--- src/rtl/tcw_pkg.sv ---
package tcw_pkg;
  localparam int unsigned DW = 32;

  // Register byte offsets
  localparam int unsigned OFS_COUNT = 'h00;
  localparam int unsigned OFS_CMP0  = 'h08;  // channel n at OFS_CMP0 + 4*n
  localparam int unsigned OFS_IEN   = 'h24;
  localparam int unsigned OFS_WDEN  = 'h28;
  localparam int unsigned OFS_STAT  = 'h2C;
  localparam int unsigned OFS_TRIG  = 'h30;
  localparam int unsigned OFS_SNAP  = 'h34;
endpackage

--- src/rtl/tcw_prescaler.sv ---
module tcw_prescaler #(
  parameter int unsigned DIV = 200
) (
  input  logic clk,
  input  logic rst,
  output logic tick
);
  localparam int unsigned PW = (DIV > 1) ? $clog2(DIV) : 1;
  localparam logic [PW-1:0] LAST = PW'(DIV - 1);

  logic [PW-1:0] phase_q;

  always_ff @(posedge clk) begin
    if (rst) begin
      phase_q <= '0;
      tick    <= 1'b0;
    end else if (phase_q == LAST) begin
      phase_q <= '0;
      tick    <= 1'b1;
    end else begin
      phase_q <= phase_q + 1'b1;
      tick    <= 1'b0;
    end
  end

  generate
    if (DIV > 1) begin : g_tick_chk
      AST_TICK_SINGLE: assert property (@(posedge clk) disable iff (rst)
        tick |=> !tick);
    end
  endgenerate
endmodule

--- src/rtl/tcw_count_snap.sv ---
module tcw_count_snap #(
  parameter int unsigned CW = 32
) (
  input  logic          clk,
  input  logic          rst,
  input  logic          tick,
  input  logic          snap_req,
  output logic [CW-1:0] cnt,
  output logic          cnt_step,
  output logic [CW-1:0] snap
);
  always_ff @(posedge clk) begin
    if (rst) begin
      cnt      <= '0;
      cnt_step <= 1'b0;
      snap     <= '0;
    end else begin
      cnt_step <= tick;
      if (tick) cnt <= cnt + 1'b1;
      if (snap_req) snap <= cnt;
    end
  end

  AST_CNT_HOLD: assert property (@(posedge clk) disable iff (rst)
    !tick |=> $stable(cnt));
  AST_CNT_STEP: assert property (@(posedge clk) disable iff (rst)
    tick |=> (cnt == $past(cnt) + 1'b1));
  AST_SNAP_HOLD: assert property (@(posedge clk) disable iff (rst)
    !snap_req |=> $stable(snap));
  AST_SNAP_TAKE: assert property (@(posedge clk) disable iff (rst)
    snap_req |=> (snap == $past(cnt)));
endmodule

--- src/rtl/tcw_cmp_bank.sv ---
module tcw_cmp_bank #(
  parameter int unsigned NUM_CH = 6,
  parameter int unsigned CW     = 32
) (
  input  logic                 clk,
  input  logic                 rst,
  input  logic [CW-1:0]        cnt,
  input  logic                 cnt_step,
  input  logic [NUM_CH-1:0]    cmp_we,
  input  logic [CW-1:0]        wdata,
  input  logic [NUM_CH-1:0]    stat_clr,
  output logic [NUM_CH*CW-1:0] cmp_flat,
  output logic [NUM_CH-1:0]    match,
  output logic [NUM_CH-1:0]    status
);
  generate
    for (genvar g = 0; g < NUM_CH; g++) begin : g_ch
      logic [CW-1:0] cmp_q;
      logic          st_q;

      // Compares only on the cycle after a step, so a held counter fires once
      assign match[g] = cnt_step && (cnt == cmp_q);

      always_ff @(posedge clk) begin
        if (rst) begin
          cmp_q <= '1;
          st_q  <= 1'b0;
        end else begin
          if (cmp_we[g]) cmp_q <= wdata;
          if (match[g]) st_q <= 1'b1;        // set wins over clear
          else if (stat_clr[g]) st_q <= 1'b0;
        end
      end

      assign cmp_flat[g*CW +: CW] = cmp_q;
      assign status[g]            = st_q;

      AST_MATCH_STICKY: assert property (@(posedge clk) disable iff (rst)
        match[g] |=> status[g]);
    end
  endgenerate
endmodule

--- src/rtl/tcw_rst_pulse.sv ---
module tcw_rst_pulse #(
  parameter int unsigned LEN = 16
) (
  input  logic clk,
  input  logic rst,
  input  logic fire,
  output logic rst_o
);
  localparam int unsigned LW = $clog2(LEN + 1);

  logic [LW-1:0] left_q;

  always_ff @(posedge clk) begin
    if (rst) left_q <= '0;
    else if (left_q != '0) left_q <= left_q - 1'b1;  // fire ignored while busy
    else if (fire) left_q <= LW'(LEN);
  end

  assign rst_o = (left_q != '0);

  // Independent pulse-length monitor
  logic [LW:0] run_q;
  always_ff @(posedge clk) begin
    if (rst) run_q <= '0;
    else if (rst_o) run_q <= run_q + 1'b1;
    else run_q <= '0;
  end

  AST_PULSE_START: assert property (@(posedge clk) disable iff (rst)
    $rose(rst_o) |-> $past(fire));
  AST_PULSE_MAX: assert property (@(posedge clk) disable iff (rst)
    rst_o |-> (run_q < (LW+1)'(LEN)));
  AST_PULSE_LEN: assert property (@(posedge clk) disable iff (rst)
    $fell(rst_o) |-> (run_q == (LW+1)'(LEN)));
endmodule

--- src/rtl/tcw_timer_wdog.sv ---
module tcw_timer_wdog
  import tcw_pkg::*;
#(
  parameter int unsigned CLK_HZ  = 200_000_000,
  parameter int unsigned TICK_HZ = 1_000_000,
  parameter int unsigned NUM_CH  = 6,   // offsets stop below 0x24, so at most 7
  parameter int unsigned WDOG_CH = 5,
  parameter int unsigned RST_LEN = 16,
  parameter int unsigned AW      = 8
) (
  input  logic          clk,
  input  logic          rst,
  input  logic          bus_rd,
  input  logic          bus_wr,
  input  logic [AW-1:0] bus_addr,
  input  logic [DW-1:0] bus_wdata,
  output logic [DW-1:0] bus_rdata,
  output logic          bus_rvalid,
  output logic          irq_o,
  output logic          wdog_rst_o
);
  localparam int unsigned DIV = CLK_HZ / TICK_HZ;

  logic                 tick;
  logic [DW-1:0]        cnt;
  logic                 cnt_step;
  logic [DW-1:0]        snap;
  logic                 snap_req;
  logic [NUM_CH-1:0]    cmp_we;
  logic [NUM_CH-1:0]    stat_clr;
  logic [NUM_CH*DW-1:0] cmp_flat;
  logic [NUM_CH-1:0]    match;
  logic [NUM_CH-1:0]    status;
  logic [NUM_CH-1:0]    ie_q;
  logic                 wden_q;
  logic                 fire;
  logic [DW-1:0]        rd_mux;

  tcw_prescaler #(.DIV(DIV)) u_pre (
    .clk (clk),
    .rst (rst),
    .tick(tick)
  );

  tcw_count_snap #(.CW(DW)) u_cnt (
    .clk     (clk),
    .rst     (rst),
    .tick    (tick),
    .snap_req(snap_req),
    .cnt     (cnt),
    .cnt_step(cnt_step),
    .snap    (snap)
  );

  tcw_cmp_bank #(.NUM_CH(NUM_CH), .CW(DW)) u_cmp (
    .clk     (clk),
    .rst     (rst),
    .cnt     (cnt),
    .cnt_step(cnt_step),
    .cmp_we  (cmp_we),
    .wdata   (bus_wdata),
    .stat_clr(stat_clr),
    .cmp_flat(cmp_flat),
    .match   (match),
    .status  (status)
  );

  tcw_rst_pulse #(.LEN(RST_LEN)) u_rst (
    .clk  (clk),
    .rst  (rst),
    .fire (fire),
    .rst_o(wdog_rst_o)
  );

  // Write decode
  always_comb begin
    for (int i = 0; i < NUM_CH; i++) begin
      cmp_we[i] = bus_wr && (bus_addr == AW'(OFS_CMP0 + 4*i));
    end
    stat_clr = (bus_wr && bus_addr == AW'(OFS_STAT)) ? bus_wdata[NUM_CH-1:0] : '0;
    snap_req = bus_wr && (bus_addr == AW'(OFS_TRIG)) && bus_wdata[0];
  end

  always_ff @(posedge clk) begin
    if (rst) begin
      ie_q   <= '0;
      wden_q <= 1'b0;
    end else if (bus_wr) begin
      if (bus_addr == AW'(OFS_IEN))  ie_q   <= bus_wdata[NUM_CH-1:0];
      if (bus_addr == AW'(OFS_WDEN)) wden_q <= bus_wdata[0];
    end
  end

  // Watchdog gating: both enables must be set
  assign fire = match[WDOG_CH] && wden_q && ie_q[WDOG_CH];

  always_ff @(posedge clk) begin
    if (rst) irq_o <= 1'b0;
    else     irq_o <= |(status & ie_q);
  end

  // Read path
  always_comb begin
    rd_mux = '0;
    if (bus_addr == AW'(OFS_COUNT)) rd_mux = cnt;
    if (bus_addr == AW'(OFS_IEN))   rd_mux = DW'(ie_q);
    if (bus_addr == AW'(OFS_WDEN))  rd_mux = DW'(wden_q);
    if (bus_addr == AW'(OFS_STAT))  rd_mux = DW'(status);
    if (bus_addr == AW'(OFS_SNAP))  rd_mux = snap;
    for (int i = 0; i < NUM_CH; i++) begin
      if (bus_addr == AW'(OFS_CMP0 + 4*i)) rd_mux = cmp_flat[i*DW +: DW];
    end
  end

  always_ff @(posedge clk) begin
    if (rst) begin
      bus_rdata  <= '0;
      bus_rvalid <= 1'b0;
    end else begin
      bus_rvalid <= bus_rd;
      if (bus_rd) bus_rdata <= rd_mux;
    end
  end

  AST_WD_GATED: assert property (@(posedge clk) disable iff (rst)
    $rose(wdog_rst_o) |-> ($past(wden_q) && $past(ie_q[WDOG_CH])));
  AST_WD_OFF: assert property (@(posedge clk) disable iff (rst)
    !wden_q |=> !$rose(wdog_rst_o));
  AST_IRQ_PENDING: assert property (@(posedge clk) disable iff (rst)
    (|(status & ie_q)) |=> irq_o);
  AST_RD_LATENCY: assert property (@(posedge clk) disable iff (rst)
    bus_rd |=> bus_rvalid);
endmodule

--- config.mk ---
export PLATFORM = sky130hd
export DESIGN_NAME = tcw_timer_wdog
export DESIGN_NICKNAME = d
export VERILOG_FILES = /design/src/rtl/tcw_pkg.sv /design/src/rtl/tcw_prescaler.sv /design/src/rtl/tcw_count_snap.sv /design/src/rtl/tcw_cmp_bank.sv /design/src/rtl/tcw_rst_pulse.sv /design/src/rtl/tcw_timer_wdog.sv
export SDC_FILE = /design/constraint.sdc
export NUM_CORES = 1
export LEC_CHECK = 0
export BUFFER_PORTS_ARGS = -buffer_cell sky130_fd_sc_hd__buf_4
export CAP_MARGIN = 10
export CORE_AREA = 3 3 199 201
export DETAILED_ROUTE_END_ITERATION = 6
export DIE_AREA = 0 0 202 204
export PLACE_DENSITY = 0.7
export SLEW_MARGIN = 20
export SYNTH_ARGS = -nofsm -noshare
export SYNTH_HDL_FRONTEND = slang
export SYNTH_HIERARCHICAL = 1
export SYNTH_SLANG_ARGS = --single-unit
--- constraint.sdc ---
create_clock -name clk -period 3.2 [get_ports clk]
set_input_delay 0.32 -clock clk [delete_from_list [all_inputs] [get_ports clk]]
set_output_delay 0.32 -clock clk [all_outputs]
set_load 0.02 [all_outputs]
==> results of run 1 <==
## path summary, 6_finish.rpt
| path | start | to | slack, ps | cells past startpoint |
|---|---|---|---|---|
| worst max-delay path | u_cnt/cnt[22] | u_rst/left_q[4] | 720 | 9 |
| worst min-delay path | bus_wdata[10] | u_cmp/g_ch[4].cmp_q[10] | 40 | 3 |
| worst max register to register | u_cnt/cnt[22] | u_rst/left_q[4] | 720 | 9 |
| worst min register to register | u_pre/phase_q[0] | u_pre/phase_q[0] | 480 | 1 |
## worst max-delay path, delay by kind of cell, from the launching register on
| kind | cells | cell delay [ps] |
|---|---|---|
| mux | 1 | 80 |
| flops | 1 | 610 |
| simple gates | 7 | 1580 |
| xor+xnor | 1 | 150 |
## cell usage in the layout (no fill, tap or decap), drive strengths merged, types with 4 or more instances in the layout
| cell type | instances |
|---|---|
| and3 | 21 |
| inv | 16 |
| ha | 4 |
| nand3b | 28 |
| clkinv | 9 |
| nor4 | 31 |
| nand3 | 58 |
| xnor2 | 88 |
| a221oi | 35 |
| xor2 | 114 |
| nand4 | 39 |
| clkbuf | 51 |
| nor2 | 146 |
| nor4bb | 6 |
| dfxtp | 318 |
| o22ai | 7 |
| and2 | 4 |
| nor2b | 7 |
| o21ai | 77 |
| and4 | 11 |
| o221ai | 6 |
| o211ai | 9 |
| mux2i | 259 |
| a21oi | 85 |
| buf | 149 |
| mux2 | 5 |
| or4 | 16 |
| nand2 | 243 |
| o31ai | 17 |
| a22oi | 29 |
| a211oi | 30 |
| nor4b | 4 |
| or3 | 15 |
| nor3 | 20 |
## cell type report
cell class / instances / area (sq um)
multi-input combinational: 1434 / 9840
sequential: 318 / 6370
clock inverter: 14 / 139
fill: 3531 / 18400
timing repair buffer: 149 / 1260
inverter: 16 / 65.1
tap: 511 / 639
clock buffer: 51 / 1070
## power by group
| group | switching, W | total (W) | internal [W] |
|---|---|---|---|
| combinational | 0.000416 | 0.000647 | 0.000231 |
| clock | 0.00174 | 0.00424 | 0.00250 |
| sequential | 0.0000325 | 0.00402 | 0.00399 |
## state kept, by name (all words and copies together) (netlist names)
signal / flops
bus_rdata: 32
bus_rvalid: 1
ie_q: 6
irq_o: 1
u_cmp/g_ch.cmp_q: 192
u_cmp/g_ch.st_q: 6
u_cnt/cnt: 32
u_cnt/cnt_step: 1
u_cnt/snap: 32
u_pre/phase_q: 8
u_pre/tick: 1
u_rst/left_q: 5
wden_q: 1
## layer usage
layer | vias up | routed length [um] | part of all wire [%]
met5 | - | 25 | 0.039
met2 | 917 | 28000 | 43
li1 | 6908 | - | -
met3 | 148 | 6570 | 10
met4 | 4 | 2360 | 3.7
met1 | 7434 | 27600 | 43
## stage by stage
step	instances	utilization, %	power (W)	setup slack (ps)	instance area, sq um
floorplan	1937	-	0.00448	845	17000
global placement	2428	48.1	0.00473	696	18200
detailed placement	2428	48.1	0.00474	738	18200
CTS	2493	51.3	0.00894	740	19400
global route	2493	51.3	0.00916	474	19400
finish	2493	51.3	0.00891	715	19400
==> key figures, run 1 <==
Outcome
  • Status: finished, final reports clean

Worst setup path
  • Setup crit start kind: flip-flop
  • CP Capture Type: flip-flop
  • Critical path arrival: slightly below 3000 ps
  • Req. time, crit path: 3680 ps
  • Crit-path max cell delay: roughly 610 ps
  • Critical path's most frequent cell: nor2_1
  • Worst path cell trace: xor2_1, nor4_1, nand4_1, or4_4, nor2_1, and3_1, nor2b_1, mux2i_1, nor2_1
  • Slowest CP cell: dfxtp_1
  • Setup Crit Path Kind: reg2reg
  • CP Max Fanout: 11

Timing
  • Worst slew pin tran: 922 ps
  • Fin crit share: 77.6%
  • Fin Setup TNS: 0 ps
  • Final setup viols: 0
  • Final Skew: 24.0 ps
  • Period minus WS final: around 2500 ps
  • Worst hold slack: about 43 ps
  • Achievable Freq: between 400 and 500 MHz
  • Final Max Tran Viols: 0
  • Final Hold Vio Count: 0
  • RSZ-0062 raised after global routing: false
  • Slew HR: a little under two fifths

CTS
  • Clk sinks: about 320
  • Clock tree buffer depth: 3
  • Hold-fix buffers, CTS: 0
  • Post CTS Setup Buffer Count: 0
  • Clk_lat worst skew: 540 ps
  • Clock transition at path regs: about 60 ps
  • Post_cts resized: 0
  • Total CTS buffers: 36
  • CTS H-tree depth: 2
  • CTS tree: yes
  • Clk root buf: clkbuf_16

Placement
  • Post-DP HPWL: around 45 mm
  • PortBufs: a little under 80
  • Global placer's final weighted congestion: around 1.0

Route
  • First drt pass iteration count: 6
  • Routed WL: around 65 mm
  • Routed wire per std cell: approximately 26 um
  • Antenna viol nets, final: 0
  • Number of remaining DRC errors: 0
  • DRT iter0 DRCs: just under 2k
  • Via density: around 6.2
  • Via Count: between 15k and 20k

Final layout
  • Area growth, synth to finish: 13.7%
  • Inserted Diodes: 0
  • Ratio of cells with drive above 1 in the final layout: between 10 and 15%
  • Final Net Count: between 2k and 2.5k

Floorplanning
  • Row cnt: approximately 70
  • Initial Util: 45.2%
  • Die area: 41200 sq um
  • I/O pin cnt: 79
  • Chip height: just over 200 um
  • Die width: around 200 um
  • Core area: around 38000 sq um

Hold path
  • HP Class: in2reg

Synth
  • Synth Area per Inst: about 9 sq um
  • Ys Warns: 6
  • Synthesized cell area: approximately 17000 sq um
  • Gate Count Post-Synth: between 1.5k and 2k
  • Post-Syn Nets: roughly 2.0k

Global routing
  • Total gr overflow: 0
  • Met2 Use GR: 46.7%
  • GR Util met3: under 10%
  • Largest net degree at the start of global routing: 95
  • First-pass GRT wire length: ~96 mm
  • Gr busiest metal: met2
  • Total GRT Usage: a little under a third
  • Vias in the first global route: roughly 14k
  • Initial antenna violation count: 2
  • Global routing usage on met1: 42.7%

Pwr
  • LEAKAGE: roughly 6.3 nW
  • PwrDens: 460 nW/um^2
  • Peak VDD IR: ~0.00038 V

Job
  • Number of max-cap violations: 0
Power figures use the tool's default switching activity.
==> run 2, diff against run 1 <==
PLACE_DENSITY = 0.72   (was 0.7)
clock period = 2.04 ns   (was 3.2 ns; I/O delays follow)
==> run 2 against run 1 <==
  * The flow now finishes with violations (negative setup slack)
  * Critical path depth rose by 1
  * Cell count increased by 6.3%
  * Total power is 67% higher
  * Sequential share of layout area decreased by 2.7 points
  * Wire length rose by 8.0%
  * Clock skew grew 2.6 ps
  * Critical endpoint unchanged
  * Largest cell class unchanged
==> key figures, run 2 (same netlist as run 1, synthesis figures left out) <==
Outcome
  • Status: finished with violations
  • Violated checks: negative setup slack

Route
  • DRT iter0 DRCs: approximately 2.2k
  • Via density: ~6.3
  • Number of remaining DRC errors: 0
  • Via Count: between 15k and 20k
  • Routed wire per std cell: ~26 um
  • First drt pass iteration count: 6
  • Routed WL: about 70 mm
  • Antenna viol nets, final: 0

Worst setup path
  • CP Capture Type: flip-flop
  • Setup Crit Path Kind: reg2reg
  • Setup crit start kind: flip-flop
  • CP Max Fanout: 3
  • Critical path arrival: between 2000 and 3000 ps
  • Req. time, crit path: roughly 2500 ps

Final layout
  • Area growth, synth to finish: 24.0%
  • Biggest register: u_cmp/g_ch.cmp_q
  • Max reg flops: between 150 and 200
  • Most common cell after layout, fill and taps aside: dfxtp_1
  • Ratio of cells with drive above 1 in the final layout: 19.3%
  • Most frequent cells in the layout: 310 x dfxtp_1, 259 x mux2i_1, 243 x nand2_1, 228 x buf_4, 142 x nor2_1
  • Inserted Diodes: 0
  • Final Net Count: around 2.2k
  • Post-route cell area: 21100 sq um
  • Fill count: 3289

Timing
  • Worst hold slack: around 99 ps
  • Slew HR: 50.0%
  • Final Hold Vio Count: 0
  • Final setup margin: -106 ps
  • Worst slew pin tran: approximately 750 ps
  • Final Skew: between 20 and 30 ps
  • Final Max Tran Viols: 0
  • Final setup viols: 3
  • RSZ-0062 raised after global routing: true
  • Achievable Freq: 466 MHz
  • Period minus WS final: between 2000 and 2500 ps
  • Fin crit share: 105%

Floorplanning
  • I/O pin cnt: 79
  • Row cnt: slightly above 70
  • Core area: between 30000 and 40000 sq um
  • Initial Util: 45.2%
  • Chip height: between 200 and 250 um
  • Die width: 202 um
  • Die area: around 41000 sq um

Hold path
  • HP Class: in2reg

Global routing
  • Total GRT Usage: 32.5%
  • First-pass GRT wire length: a little over 100 mm
  • Largest net degree at the start of global routing: 79
  • Initial antenna violation count: 1
  • Total gr overflow: 0
  • Vias in the first global route: around 16k

CTS
  • Clk root buf: clkbuf_16
  • Clock transition at path regs: ~60 ps
  • CTS tree: yes
  • Total CTS buffers: 38
  • Clk sinks: between 300 and 400
  • Clock tree buffer depth: 3
  • CTS H-tree depth: 2
  • Clk_lat worst skew: a little under 600 ps

Placement
  • PortBufs: 78
  • Post-DP HPWL: about 47 mm
  • Placed cell area: between 15000 and 20000 sq um
  • Global placer's final weighted congestion: 1.02

Job
  • Number of max-cap violations: 0

Pwr
  • Peak VDD IR: ~0.00052 V
  • LEAKAGE: 7.27 nW
  • PwrDens: approximately 700 nW/um^2
run 2: report_power, final:
group | leakage (nW) | total [W] | internal [W] | switching, W
clock | 0.666 | 0.00737 | 0.00449 | 0.00288
combinational | 4.03 | 0.00117 | 0.000474 | 0.000697
sequential | 2.57 | 0.00631 | 0.00626 | 0.0000497
run 2: area by class of cell:
class,instances,area [sq um],share of cell area (%)
clock buffer,55,1130,5.33
sequential,318,6380,30.2
inverter,16,65.1,0.308
multi-input combinational,1435,9950,47.1
clock inverter,15,229,1.08
tap,511,639,3.03
timing repair buffer,300,2750,13.0
run 2: final timing paths:
| check | startpoint | endpoint | slack [ps] | cells after the start |
|---|---|---|---|---|
| setup reg to reg | u_cnt/cnt[22] | u_rst/left_q[4] | -110 | 10 |
| hold / removal | bus_wr | wden_q | 100 | 4 |
| setup / recovery | u_cnt/cnt[22] | u_rst/left_q[4] | -110 | 10 |
| hold reg to reg | u_pre/phase_q[0] | u_pre/phase_q[0] | 490 | 1 |
run 2: per-layer routing:
layer  part of all wire (%)  GRT usage [%]  up-vias
met2                     43           50.0     1219
li1                       -              -     7223
met3                     12           7.88      253
met5                  0.016              0        -
met4                    4.7           13.5        2
met1                     40           43.7     7949
run 2: timing repair:
item                                    4_1_cts  5_1_grt
gates resized for setup                       7       27
hold buffers                                 32        0
hold endpoints to repair                    187        0
endpoints found under the setup margin        5       16
setup buffers                                 1       13
gates cloned                                  0        2
pin swaps                                     2        9
run 2: through the flow:
stage	std cells	setup TNS, ps	worst slack (ps)	util [%]	total power, W
2_1_floorplan	1937	0	2.14	-	0.00702
3_3_place_gp	2532	-579	-311	50.8	0.00747
3_5_place_dp	2532	-471	-299	50.8	0.00750
4_1_cts	2635	-285	-146	55.3	0.0148
5_1_grt	2650	-500	-221	56.0	0.0152
6_report	2650	-186	-106	56.0	0.0149
run 2: worst max-delay path, stage by stage, from the launching register on:
cell and delay [ps]:
dfxtp_2 320, xor2_1 170, nor4_2 280, buf_4 160, nand4_1 90, or4_4 470
nor2_1 100, and3_1 180, nor2b_2 140, mux2i_1 70, nor2_1 80
